`config.mk`:
```
export PLATFORM = sky130hd
export DESIGN_NAME = ssc_counter
export DESIGN_NICKNAME = d
export VERILOG_FILES = /design/src/rtl/ssc_pkg.sv /design/src/rtl/ssc_next.sv /design/src/rtl/ssc_ctrl.sv /design/src/rtl/ssc_datapath.sv /design/src/rtl/ssc_counter.sv
export SDC_FILE = /design/constraint.sdc
export NUM_CORES = 1
export LEC_CHECK = 0
export BUFFER_PORTS_ARGS = -buffer_cell sky130_fd_sc_hd__buf_4
export CORE_AREA = 4 4 41 43
export CTS_CLUSTER_SIZE = 20
export DETAILED_ROUTE_END_ITERATION = 6
export DIE_AREA = 0 0 45 47
export GPL_ROUTABILITY_DRIVEN = 0
export GPL_TIMING_DRIVEN = 0
export PLACE_DENSITY = 0.3
export SLEW_MARGIN = 20
export SYNTH_ARGS = -nofsm -noshare
export SYNTH_HDL_FRONTEND = slang
export SYNTH_HIERARCHICAL = 1
export SYNTH_SLANG_ARGS = --single-unit
```
`constraint.sdc`:
```
create_clock -name clk -period 1.6 [get_ports clk]
set_input_delay 0.24 -clock clk [delete_from_list [all_inputs] [get_ports clk]]
set_output_delay 0.24 -clock clk [all_outputs]
set_load 0.02 [all_outputs]
```
`src/rtl/ssc_pkg.sv`:
```
package ssc_pkg;
  localparam int StateW = 3;
  typedef logic [StateW-1:0] code_t;

  localparam code_t CodeS0 = 3'b000;
  localparam code_t CodeS1 = 3'b010;
  localparam code_t CodeS2 = 3'b011;
  localparam code_t CodeS3 = 3'b101;
  localparam code_t CodeS4 = 3'b110;
  localparam code_t CodeX1 = 3'b001;
  localparam code_t CodeX4 = 3'b100;
  localparam code_t CodeX7 = 3'b111;

  typedef struct packed {
    logic clear;
    logic step;
  } strobe_t;
endpackage

```
`src/rtl/ssc_next.sv`:
```
module ssc_next
  import ssc_pkg::*;
(
  input  code_t cur,
  output code_t nxt
);
  always_comb begin
    unique case (cur)
      CodeS0:  nxt = CodeS1;
      CodeS1:  nxt = CodeS2;
      CodeS2:  nxt = CodeS3;
      CodeS3:  nxt = CodeS4;
      CodeS4:  nxt = CodeS0;
      CodeX1:  nxt = CodeX7;
      CodeX4:  nxt = CodeS2;
      CodeX7:  nxt = CodeS3;
      default: nxt = CodeS0;
    endcase
  end
endmodule

```
`src/rtl/ssc_ctrl.sv`:
```
module ssc_ctrl
  import ssc_pkg::*;
(
  input  logic    rstN,
  input  logic    countEn,
  output strobe_t strobe
);
  always_comb begin
    strobe.clear = !rstN;
    strobe.step  = rstN && countEn;
  end
endmodule

```
`src/rtl/ssc_datapath.sv`:
```
module ssc_datapath
  import ssc_pkg::*;
(
  input  logic    clk,
  input  strobe_t strobe,
  output code_t   state
);
  code_t stateQ;
  code_t nextCode;

  ssc_next u_next (
    .cur (stateQ),
    .nxt (nextCode)
  );

  always_ff @(posedge clk) begin
    if (strobe.clear)     stateQ <= CodeS0;
    else if (strobe.step) stateQ <= nextCode;
  end

  assign state = stateQ;
endmodule

```
`src/rtl/ssc_counter.sv`:
```
module ssc_counter
  import ssc_pkg::*;
(
  input  logic       clk,
  input  logic       rstN,
  input  logic       countEn,
  output logic [2:0] state
);
  strobe_t strobe;

  ssc_ctrl u_ctrl (
    .rstN    (rstN),
    .countEn (countEn),
    .strobe  (strobe)
  );

  ssc_datapath u_dp (
    .clk    (clk),
    .strobe (strobe),
    .state  (state)
  );
endmodule

```
==> results of run 1 <==
==> per-stage QoR <==
step	worst slack, ns	cells	total power [W]	hold slack [ns]
6_report	0.458	42	0.000243	0.276
2_1_floorplan	0.438	18	0.000100	0.392
3_5_place_dp	0.435	38	0.000112	0.517
4_1_cts	0.435	42	0.000253	0.270
3_3_place_gp	0.475	38	0.000112	0.509
5_1_grt	0.372	42	0.000256	0.312
==> cell type report <==
class | count | area [sq um]
clock buffers | 4 | 26.3
fillers | 152 | 1050
repair buffers | 5 | 37.5
well taps | 15 | 18.8
multi-input cells | 11 | 92.6
flip-flops and latches | 3 | 60.1
plain buffers | 1 | 7.51
inverters | 3 | 11.3
==> synthesized netlist by cell type <==
| cell | number |
|---|---|
| and2_1 | 1 |
| buf_4 | 1 |
| dfxtp_1 | 3 |
| ha_1 | 2 |
| inv_1 | 3 |
| mux2i_1 | 5 |
| nor2_1 | 3 |
==> kinds of logic after synthesis <==
family	after synthesis	synth area share, %
flip-flops	3	35.0
adder cells (fa/ha/maj)	2	14.6
AND/OR/NAND/NOR	4	10.2
buffers and inverters	4	11.0
multiplexers	5	29.2
==> critical path, delay by kind of cell (launching register included) <==
family | cells | cell delay [ns]
simple gates | 1 | 0.09
flops | 1 | 0.41
buf+inv | 1 | 0.07
mux | 2 | 0.23
fa+ha+maj | 1 | 0.29
==> how the worst max path moves through the flow <==
stage	startpoint	endpoint	slack (ns)	cells past startpoint
after detailed placement	u_dp/state[0]	u_dp/state[0]	0.44	5
final	u_dp/state[0]	u_dp/state[0]	0.46	5
after global routing	u_dp/state[0]	u_dp/state[0]	0.37	5
after floorplan	u_dp/state[0]	u_dp/state[0]	0.44	5
after CTS	u_dp/state[0]	u_dp/state[0]	0.43	5
after global placement	u_dp/state[0]	u_dp/state[0]	0.48	5
==> report_power, final <==
part / total, W / switching [W] / internal, W
Sequential: 0.0000823 / 0.00000396 / 0.0000784
Clock: 0.000133 / 0.0000391 / 0.0000935
Combinational: 0.0000285 / 0.0000133 / 0.0000152
Total: 0.000243 / 0.0000564 / 0.000187
==> routing by layer <==
| layer | routed length [um] | vias to the layer above | part of all wire (%) | GRT usage [%] |
|---|---|---|---|---|
| met1 | 130 | 64 | 37 | 2.95 |
| met2 | 156 | 6 | 45 | 5.08 |
| met5 | 0 | - | 0 | 0 |
| li1 | - | 73 | - | - |
| met4 | 17 | 0 | 4.9 | 8.77 |
| met3 | 44 | 2 | 13 | 1.92 |
==> results.cfg, run 1 <==
[global_routing]
grt-ovfl-total = 0
grt_pass1_vias = 144
grt_first_pass_wirelength_um = 503
grt.total_usage_pct = 4.03
grt_max_degree = 6
antenna_found_initial = 0

[yosys]
synth_cell_types = 7
synth_fp_nets = 23
syn_avg_cell_area_sq_um = 9.52
synth_top_area_share_pct = 35.0
syn_inst = 18
synth_warnings = 6
yosysTopAreaCell = dfxtp_1
synth_area_sq_um = 171
synth-seq-area-share_pct = 35.0
synthTopCellsByArea = dfxtp_1 (35%), mux2i_1 (29%), ha_1 (15%)
synth_seq_cells = 3

[critical_path]
required_ns = 1.77
ff2ff_setup_slack_ns = 0.46
crit_top_cell = mux2i_1
worstPathArrival_ns = 1.31
reg2reg_depth = 5
slowest_delay_ns = 0.41
rr_endpoint = u_dp/state[0]
endpoint_kind = register
path_cells = inv_1, ha_1, mux2i_1, mux2i_1, nor2_1
cp-start-kind = register
slowest_stage = dfxtp_1
worst-path-max-fanout = 5
rr_startpoint = u_dp/state[0]
crit_type = register to register

[hold_path]
hold_path_end = u_dp/state[1]
whs_path_depth = 3
min_path_type = input pin to register
min_from = rstN

[outcome]
outcome = complete, no violations

[clock_tree]
clk_latency_ns = 0.23
cts_hold_buf = 0
h-tree-depth = 1
tritoncts = yes
ctsResizeCount = 0
cts_setup_buffers = 0
cts_root_buffer = clkbuf_4
clkSlewWorstSetupHoldPaths_ns = 0.04
ctsLongestPathBuffers = 2
clock_sinks = 3
cts_buffers = 3

[timing]
slew_headroom_pct = 87.3
tightest_slew_ns = 0.190
rsz0062_at_grt = false
finalCritPeriodShare_pct = 71.4
finalHoldViolCount = 0
tns_ns = 0
fin_crit_ns = 1.14
finalSetupViolCount = 0
clock_skew_ns = 0.000380
final-max-slew-violation-count = 0
max_freq_mhz = 876

[finish]
layout_commonest_cell = buf_4
drive_gt1_share_pct = 33.3
final_cell_mix = buf_4 (6), mux2i_1 (5)
fin_util_pct = 19.5
n_antenna_cell = 0
syn_to_final_growth_pct = 48.2
fin_nets = 33
largest_reg_flops = 3
final_cell_area_sq_um = 254

[power_and_ir_drop]
p_leak_nw = 0.117
p_per_area_mw_per_mm2 = 958
vdd_drop_max_mv = 0.274

[place]
place_area_sq_um = 228
io_buffers = 5

[floorplan]
io_pins = 6
die_w_um = 45
dieArea_sq_mm = 0.00212
rows = 13
start_util_pct = 13.2
core_sq_mm = 0.00130
die_h_um = 47

[detailed_routing]
ant_nets = 0
vias = 145
drc = 0
wirelength_um = 349
wire_per_inst_um = 8.31
viasPerCell = 3.45
first_pass_iters = 1
drt_iter0_markers = 0

[flow_run]
cap_violations = 0
No activity file was read; power rests on OpenSTA's default activity.
==> run 2: changes to the inputs <==
--- a/config.mk
+++ b/config.mk
@@ -5,6 +5,7 @@
 export SDC_FILE = /design/constraint.sdc
 export NUM_CORES = 1
 export LEC_CHECK = 0
+export ABC_AREA = 1
 export BUFFER_PORTS_ARGS = -buffer_cell sky130_fd_sc_hd__buf_4
 export CORE_AREA = 4 4 41 43
 export CTS_CLUSTER_SIZE = 20
@@ -12,7 +13,7 @@
 export DIE_AREA = 0 0 45 47
 export GPL_ROUTABILITY_DRIVEN = 0
 export GPL_TIMING_DRIVEN = 0
-export PLACE_DENSITY = 0.3
+export PLACE_DENSITY = 0.32
 export SLEW_MARGIN = 20
 export SYNTH_ARGS = -nofsm -noshare
 export SYNTH_HDL_FRONTEND = slang
==> constraint.sdc (replaced) <==
create_clock -name clk -period 1 [get_ports clk]
set_input_delay 0.15 -clock clk [delete_from_list [all_inputs] [get_ports clk]]
set_output_delay 0.15 -clock clk [all_outputs]
set_load 0.02 [all_outputs]
==> run 2 against run 1 <==
Count of clock-buffer cells in the layout is the same. Critical endpoint unchanged. Combinational power grew to 4.0 times the previous value. The flow now finishes with violations (negative setup slack). Core utilization grew 6.8 points. Maximum frequency grew 9.4%. First-iteration DRC count grew 1. Setup slack lost 0.50 ns. Critical path type unchanged. Largest power group unchanged. Cell count grew 50%.
==> results.cfg, run 2 <==
[yosys]
synthTopCellsByArea = dfxtp_1 (29%), nand2_1 (23%), inv_1 (14%)
yosys.area_share.adder_pct = 12.0
synth_top_area_share_pct = 28.7
synth-simple-area-share_pct = 34.1
async_reset_ff_share_pct = 0
synth_area_sq_um = 209
synth-seq-area-share_pct = 28.7
synth_enable_flop_cells = 0
yosysMostFrequentCell = nand2_1
synthTopCellsByCount = nand2_1 (13), inv_1 (8), nor2_1 (6)
synth_top_family_by_area = simple AND/OR/NAND/NOR gates
synth_compound_area_share_pct = 0
synth_cell_types = 8
syn_inst = 37
synth_warnings = 6
synth.area.mux_share_pct = 0
synth_flop_cell = dfxtp_1
synth_fp_nets = 42
synth_seq_cells = 3
yosysTopAreaCell = dfxtp_1
syn_avg_cell_area_sq_um = 5.65
synth_xor_area_share_pct = 0

[finish]
final_cells = 63
drive_gt1_share_pct = 43.8
fin_nets = 54
n_antenna_cell = 0
layout_commonest_cell = nand2_1
largest_reg_flops = 3
syn_to_final_growth_pct = 64.1
final_cell_mix = nand2_1 (12), inv_1 (7), buf_4 (6), nor2_1 (6)
fillers = 161

[place]
dp_cells = 57
dp_hpwl_um = 335
io_buffers = 5

[global_routing]
grt.total_usage_pct = 5.13
antenna_found_initial = 0
grt_max_degree = 7
grt-ovfl-total = 0
grt_pass1_vias = 215
grt_first_pass_wirelength_um = 752

[hold_path]
min_path_type = input pin to register

[detailed_routing]
route.met2.wl_um = 229
drc = 0
vias = 216
met3_length_um = 16
drt_iter0_markers = 1
wirelength_um = 417
wire_per_inst_um = 6.62
viasPerCell = 3.43
top_layer_used = met3
wl_met1_um = 171
ant_nets = 0
first_pass_iters = 2

[clock_tree]
tritoncts = yes
cts_buffers = 3
clk_latency_ns = 0.23
h-tree-depth = 1
clock_sinks = 3
ctsLongestPathBuffers = 2
cts_root_buffer = clkbuf_4
cts_hold_buf = 0
clkSlewWorstSetupHoldPaths_ns = 0.03

[flow_run]
cap_violations = 0

[floorplan]
dieArea_sq_mm = 0.00212
die_h_um = 47
core_sq_mm = 0.00130
rows = 13
start_util_pct = 16.1
die_w_um = 45
io_pins = 6

[timing]
fin_crit_ns = 1.04
tightest_slew_ns = 0.154
finalCritPeriodShare_pct = 104
slew_headroom_pct = 89.7
finalSetupViolCount = 1
clock_skew_ns = 0.0000372
setup_slack_ns = -0.0435
final-max-slew-violation-count = 0
max_freq_mhz = 958
rsz0062_at_grt = true
finalHoldViolCount = 0

[critical_path]
slowest_delay_ns = 0.35
worst-path-max-fanout = 3
slowest_stage = dfxtp_4
crit_top_cell = nand2_1
cpLargestDelayFamily = flip-flops
crit_type = register to register
worstPathArrival_ns = 1.16
cp-start-kind = register
required_ns = 1.12
critPathBufInv = 3
endpoint_kind = register
path_cells = inv_4, ha_4, inv_4, nand2_2, nand2_1, inv_1, nand2_1, nand2_1, nor2_1

[power_and_ir_drop]
p_per_area_mw_per_mm2 = 1340
total_power_w = 0.000459
p_leak_nw = 0.195
vdd_drop_max_mv = 0.490

[outcome]
outcome = complete, but fails checks
violations = negative setup slack
run 2: changes by cell type after synthesis, sizes merged:
cell	delta
and2	-1
clkinv	+1
inv	+8
mux2i	-5
nand2	+13
nor2	+3
run 2: stage by stage:
stage	area [sq um]	utilization, %	TNS [ns]	worst slack (ns)	hold slack (ns)
5_1_grt	343	26.3	-0.161	-0.125	0.295
6_report	343	26.3	-0.0435	-0.0435	0.260
2_1_floorplan	230	-	-0.0652	-0.0652	0.347
3_5_place_dp	287	22.0	-0.0831	-0.0831	0.503
3_3_place_gp	287	22.0	-0.0824	-0.0824	0.495
4_1_cts	338	26.0	-0.0646	-0.0646	0.259
run 2: path summary, 6_finish.rpt:
kind                            depth (start not counted)  slack [ns]           from       endpoint
worst max register to register                          9       -0.04  u_dp/state[1]  u_dp/state[0]
worst min-delay path                                    5        0.26           rstN  u_dp/state[2]
worst max-delay path                                    9       -0.04  u_dp/state[1]  u_dp/state[0]
worst min register to register                          2        0.51  u_dp/state[2]  u_dp/state[2]
run 2: cell type report:
class	instances	area, sq um	area share, %
Multi-Input combinational cell	21	111	32.5
Sequential cell	3	68.8	20.1
Timing Repair Buffer	7	60.1	17.5
Inverter	12	50.0	14.6
Clock buffer	4	26.3	7.66
Tap cell	15	18.8	5.47
Buffer	1	7.51	2.19
run 2: per-layer routing:
metal / track usage (%) / vias up
met1: 4.75 / 93
met4: 5.26 / 0
met2: 9.04 / 2
met3: 1.15 / 0
met5: 0 / -
li1: - / 121
run 2: worst register-to-register path: cells and delay by family, from the launching register on:
kind / cells / cell delay (ns)
buffers and inverters: 3 / 0.11
DFF: 1 / 0.35
adders and majority gates: 1 / 0.26
and+or+nand+nor: 5 / 0.21
run 2: report_power, final:
part	internal (W)	switching (W)	total [W]
clock	0.000149	0.0000561	0.000205
sequential	0.000128	0.0000105	0.000139
combinational	0.0000583	0.0000563	0.000115
total	0.000336	0.000123	0.000459
run 2: logic make-up (layout without fill, tap and decap cells):
kind of cell             after synthesis  after routing
buffers and inverters                 13             24
adder cells (fa/ha/maj)                2              2
AND/OR/NAND/NOR                       19             19
flip-flops                             3              3
run 2: what timing repair did:
action	4_1_cts	5_1_grt
setup endpoints to repair	1	4
gates resized for setup	3	3
pin swaps	0	2
buffers inserted	2	0
==> run 3: changes to the inputs <==
--- a/config.mk
+++ b/config.mk
@@ -7,13 +7,15 @@
 export LEC_CHECK = 0
 export ABC_AREA = 1
 export BUFFER_PORTS_ARGS = -buffer_cell sky130_fd_sc_hd__buf_4
+export CELL_PAD_IN_SITES_DETAIL_PLACEMENT = 0
+export CELL_PAD_IN_SITES_GLOBAL_PLACEMENT = 1
 export CORE_AREA = 4 4 41 43
 export CTS_CLUSTER_SIZE = 20
 export DETAILED_ROUTE_END_ITERATION = 6
 export DIE_AREA = 0 0 45 47
 export GPL_ROUTABILITY_DRIVEN = 0
 export GPL_TIMING_DRIVEN = 0
-export PLACE_DENSITY = 0.32
+export PLACE_DENSITY = 0.43
 export SLEW_MARGIN = 20
 export SYNTH_ARGS = -nofsm -noshare
 export SYNTH_HDL_FRONTEND = slang
==> run 3 against run 2 <==
The run still ends with negative setup slack left. Final area fell by 2.2%. First-iteration DRC count fell by 100%. Cell count fell by 1.6%. Sequential share of layout area rose by 0.45 points. Hold slack improved by 0.0087 ns. Setup slack got worse by 0.032 ns. Non-clock buffer count fell by 1. Sequential cell count did not move. Clock power rose by 3%. Critical path depth did not move. Maximum frequency fell by 3.0%. Global-route usage rose by 0.083 points. Highest routed layer unchanged.
==> results.cfg, run 3 (synthesized netlist as in run 2, its figures left out) <==
[timing]
tightest_slew_ns = 0.185
finalHoldViolCount = 0
finalCritPeriodShare_pct = 108
max_freq_mhz = 930
setup_slack_ns = -0.0754
rsz0062_at_grt = true
finalSetupViolCount = 1
slew_headroom_pct = 87.6
clock_skew_ns = 0.00388
fin_crit_ns = 1.08
final-max-slew-violation-count = 0

[global_routing]
grt-ovfl-total = 0
grt_max_degree = 7
grt_pass1_vias = 200
grt.total_usage_pct = 5.21
antenna_found_initial = 0
grt_first_pass_wirelength_um = 724

[critical_path]
slowest_delay_ns = 0.37
cp-start-kind = register
ff2ff_setup_slack_ns = -0.08
reg2reg_depth = 9
slowest_stage = dfxtp_4
crit_type = register to register
rr_startpoint = u_dp/state[0]
endpoint_kind = register
crit_end = u_dp/state[0]
path_cells = inv_4, ha_4, inv_4, nand2_2, nand2_2, inv_2, nand2_2, nand2_2, nor2_1
rr_endpoint = u_dp/state[0]
worst-path-max-fanout = 5
crit_top_cell = nand2_2
crit_start = u_dp/state[0]
worstPathArrival_ns = 1.20
required_ns = 1.12

[floorplan]
die_h_um = 47
rows = 13
die_w_um = 45
io_pins = 6
dieArea_sq_mm = 0.00212
core_sq_mm = 0.00130
start_util_pct = 16.1

[place]
io_buffers = 5
place_ws_ns = -0.0833
dp_hpwl_um = 339
dp_cells = 57
place_area_sq_um = 287

[power_and_ir_drop]
netSwitchingFraction_pct = 28.8
p_sw_w = 0.000134
p_int_w = 0.000332
power_frac_seq_pct = 30.2
power_frac_comb_pct = 24.1
p_leak_nw = 0.188
p_clk_share_pct = 45.6
total_power_w = 0.000466
vdd_drop_max_mv = 0.550
p_per_area_mw_per_mm2 = 1390

[detailed_routing]
viasPerCell = 3.56
vias = 221
drc = 0
drt_iter0_markers = 0
wirelength_um = 450
ant_nets = 0
first_pass_iters = 1
wire_per_inst_um = 7.26

[finish]
fillers = 165
drive_gt1_share_pct = 51.1
final_cells = 62
largest_reg_flops = 3
fin_util_pct = 25.8
fin_nets = 53
final_cell_mix = nand2_1 (9), buf_4 (7), inv_1 (6), nor2_1 (6)
layout_commonest_cell = nand2_1
syn_to_final_growth_pct = 60.5
n_antenna_cell = 0
final_cell_area_sq_um = 335

[outcome]
violations = negative setup slack
outcome = complete, but fails checks

[clock_tree]
cts_root_buffer = clkbuf_4
h-tree-depth = 1
clock_sinks = 3
ctsLongestPathBuffers = 2
clkSlewWorstSetupHoldPaths_ns = 0.04
cts_buffers = 3
tritoncts = yes
clk_latency_ns = 0.23

[flow_run]
cap_violations = 0

[hold_path]
min_path_type = input pin to register
run 3: cell types whose count changed in the layout (fill, tap and decap cells not counted), sizes merged:
cell / before / now
buf: 8 / 7
run 3: worst min-delay path by stage:
stage | start | endpoint | slack, ns | cells after the start
global route | rstN | u_dp/state[2] | 0.30 | 5
global placement | rstN | u_dp/state[1] | 0.49 | 5
detailed placement | rstN | u_dp/state[0] | 0.50 | 5
floorplan | rstN | u_dp/state[0] | 0.35 | 4
finish | rstN | u_dp/state[2] | 0.27 | 5
CTS | rstN | u_dp/state[0] | 0.25 | 5
run 3: power by group through the flow:
stage	logic, W	clock network (W)	registers (W)
global placement	0.0000949	0	0.000141
finish	0.000112	0.000212	0.000141
floorplan	0.0000583	0	0.000149
detailed placement	0.0000956	0	0.000141
global route	0.000125	0.000234	0.000143
CTS	0.0000965	0.000225	0.000139
run 3: area by class of cell:
class,instances,area (sq um),share of cell area [%]
flip-flops and latches,3,68.8,20.5
plain buffers,1,7.51,2.24
multi-input cells,21,119,35.4
inverters,12,50.0,14.9
clock buffers,4,26.3,7.84
repair buffers,6,45.0,13.4
well taps,15,18.8,5.60
run 3: critical path, delay by kind of cell, from the launching register on:
kind | cells | cell delay [ns]
fa+ha+maj | 1 | 0.26
simple gates | 5 | 0.22
flops | 1 | 0.37
buf+inv | 3 | 0.11
run 3: repair_timing:
item,4_1_cts,5_1_grt
pin swaps,0,3
hold buffers,0,0
endpoints found under the setup margin,1,2
setup buffers,0,1
resized for setup,0,8
run 3: metrics by stage:
step | TNS, ns | hold slack [ns]
2_1_floorplan | -0.0652 | 0.347
3_3_place_gp | -0.0836 | 0.494
3_5_place_dp | -0.0833 | 0.501
4_1_cts | -0.0923 | 0.254
5_1_grt | -0.194 | 0.300
6_report | -0.0754 | 0.268
run 3: routing by layer:
metal / part of all wire, % / global-route usage, % / wire, um / vias to the layer above
li1: - / - / - / 119
met1: 40 / 4.76 / 178 / 100
met2: 55 / 8.19 / 247 / 2
met3: 5.3 / 2.68 / 24 / 0
met4: 0 / 5.26 / 0 / 0
met5: 0 / 0 / 0 / -
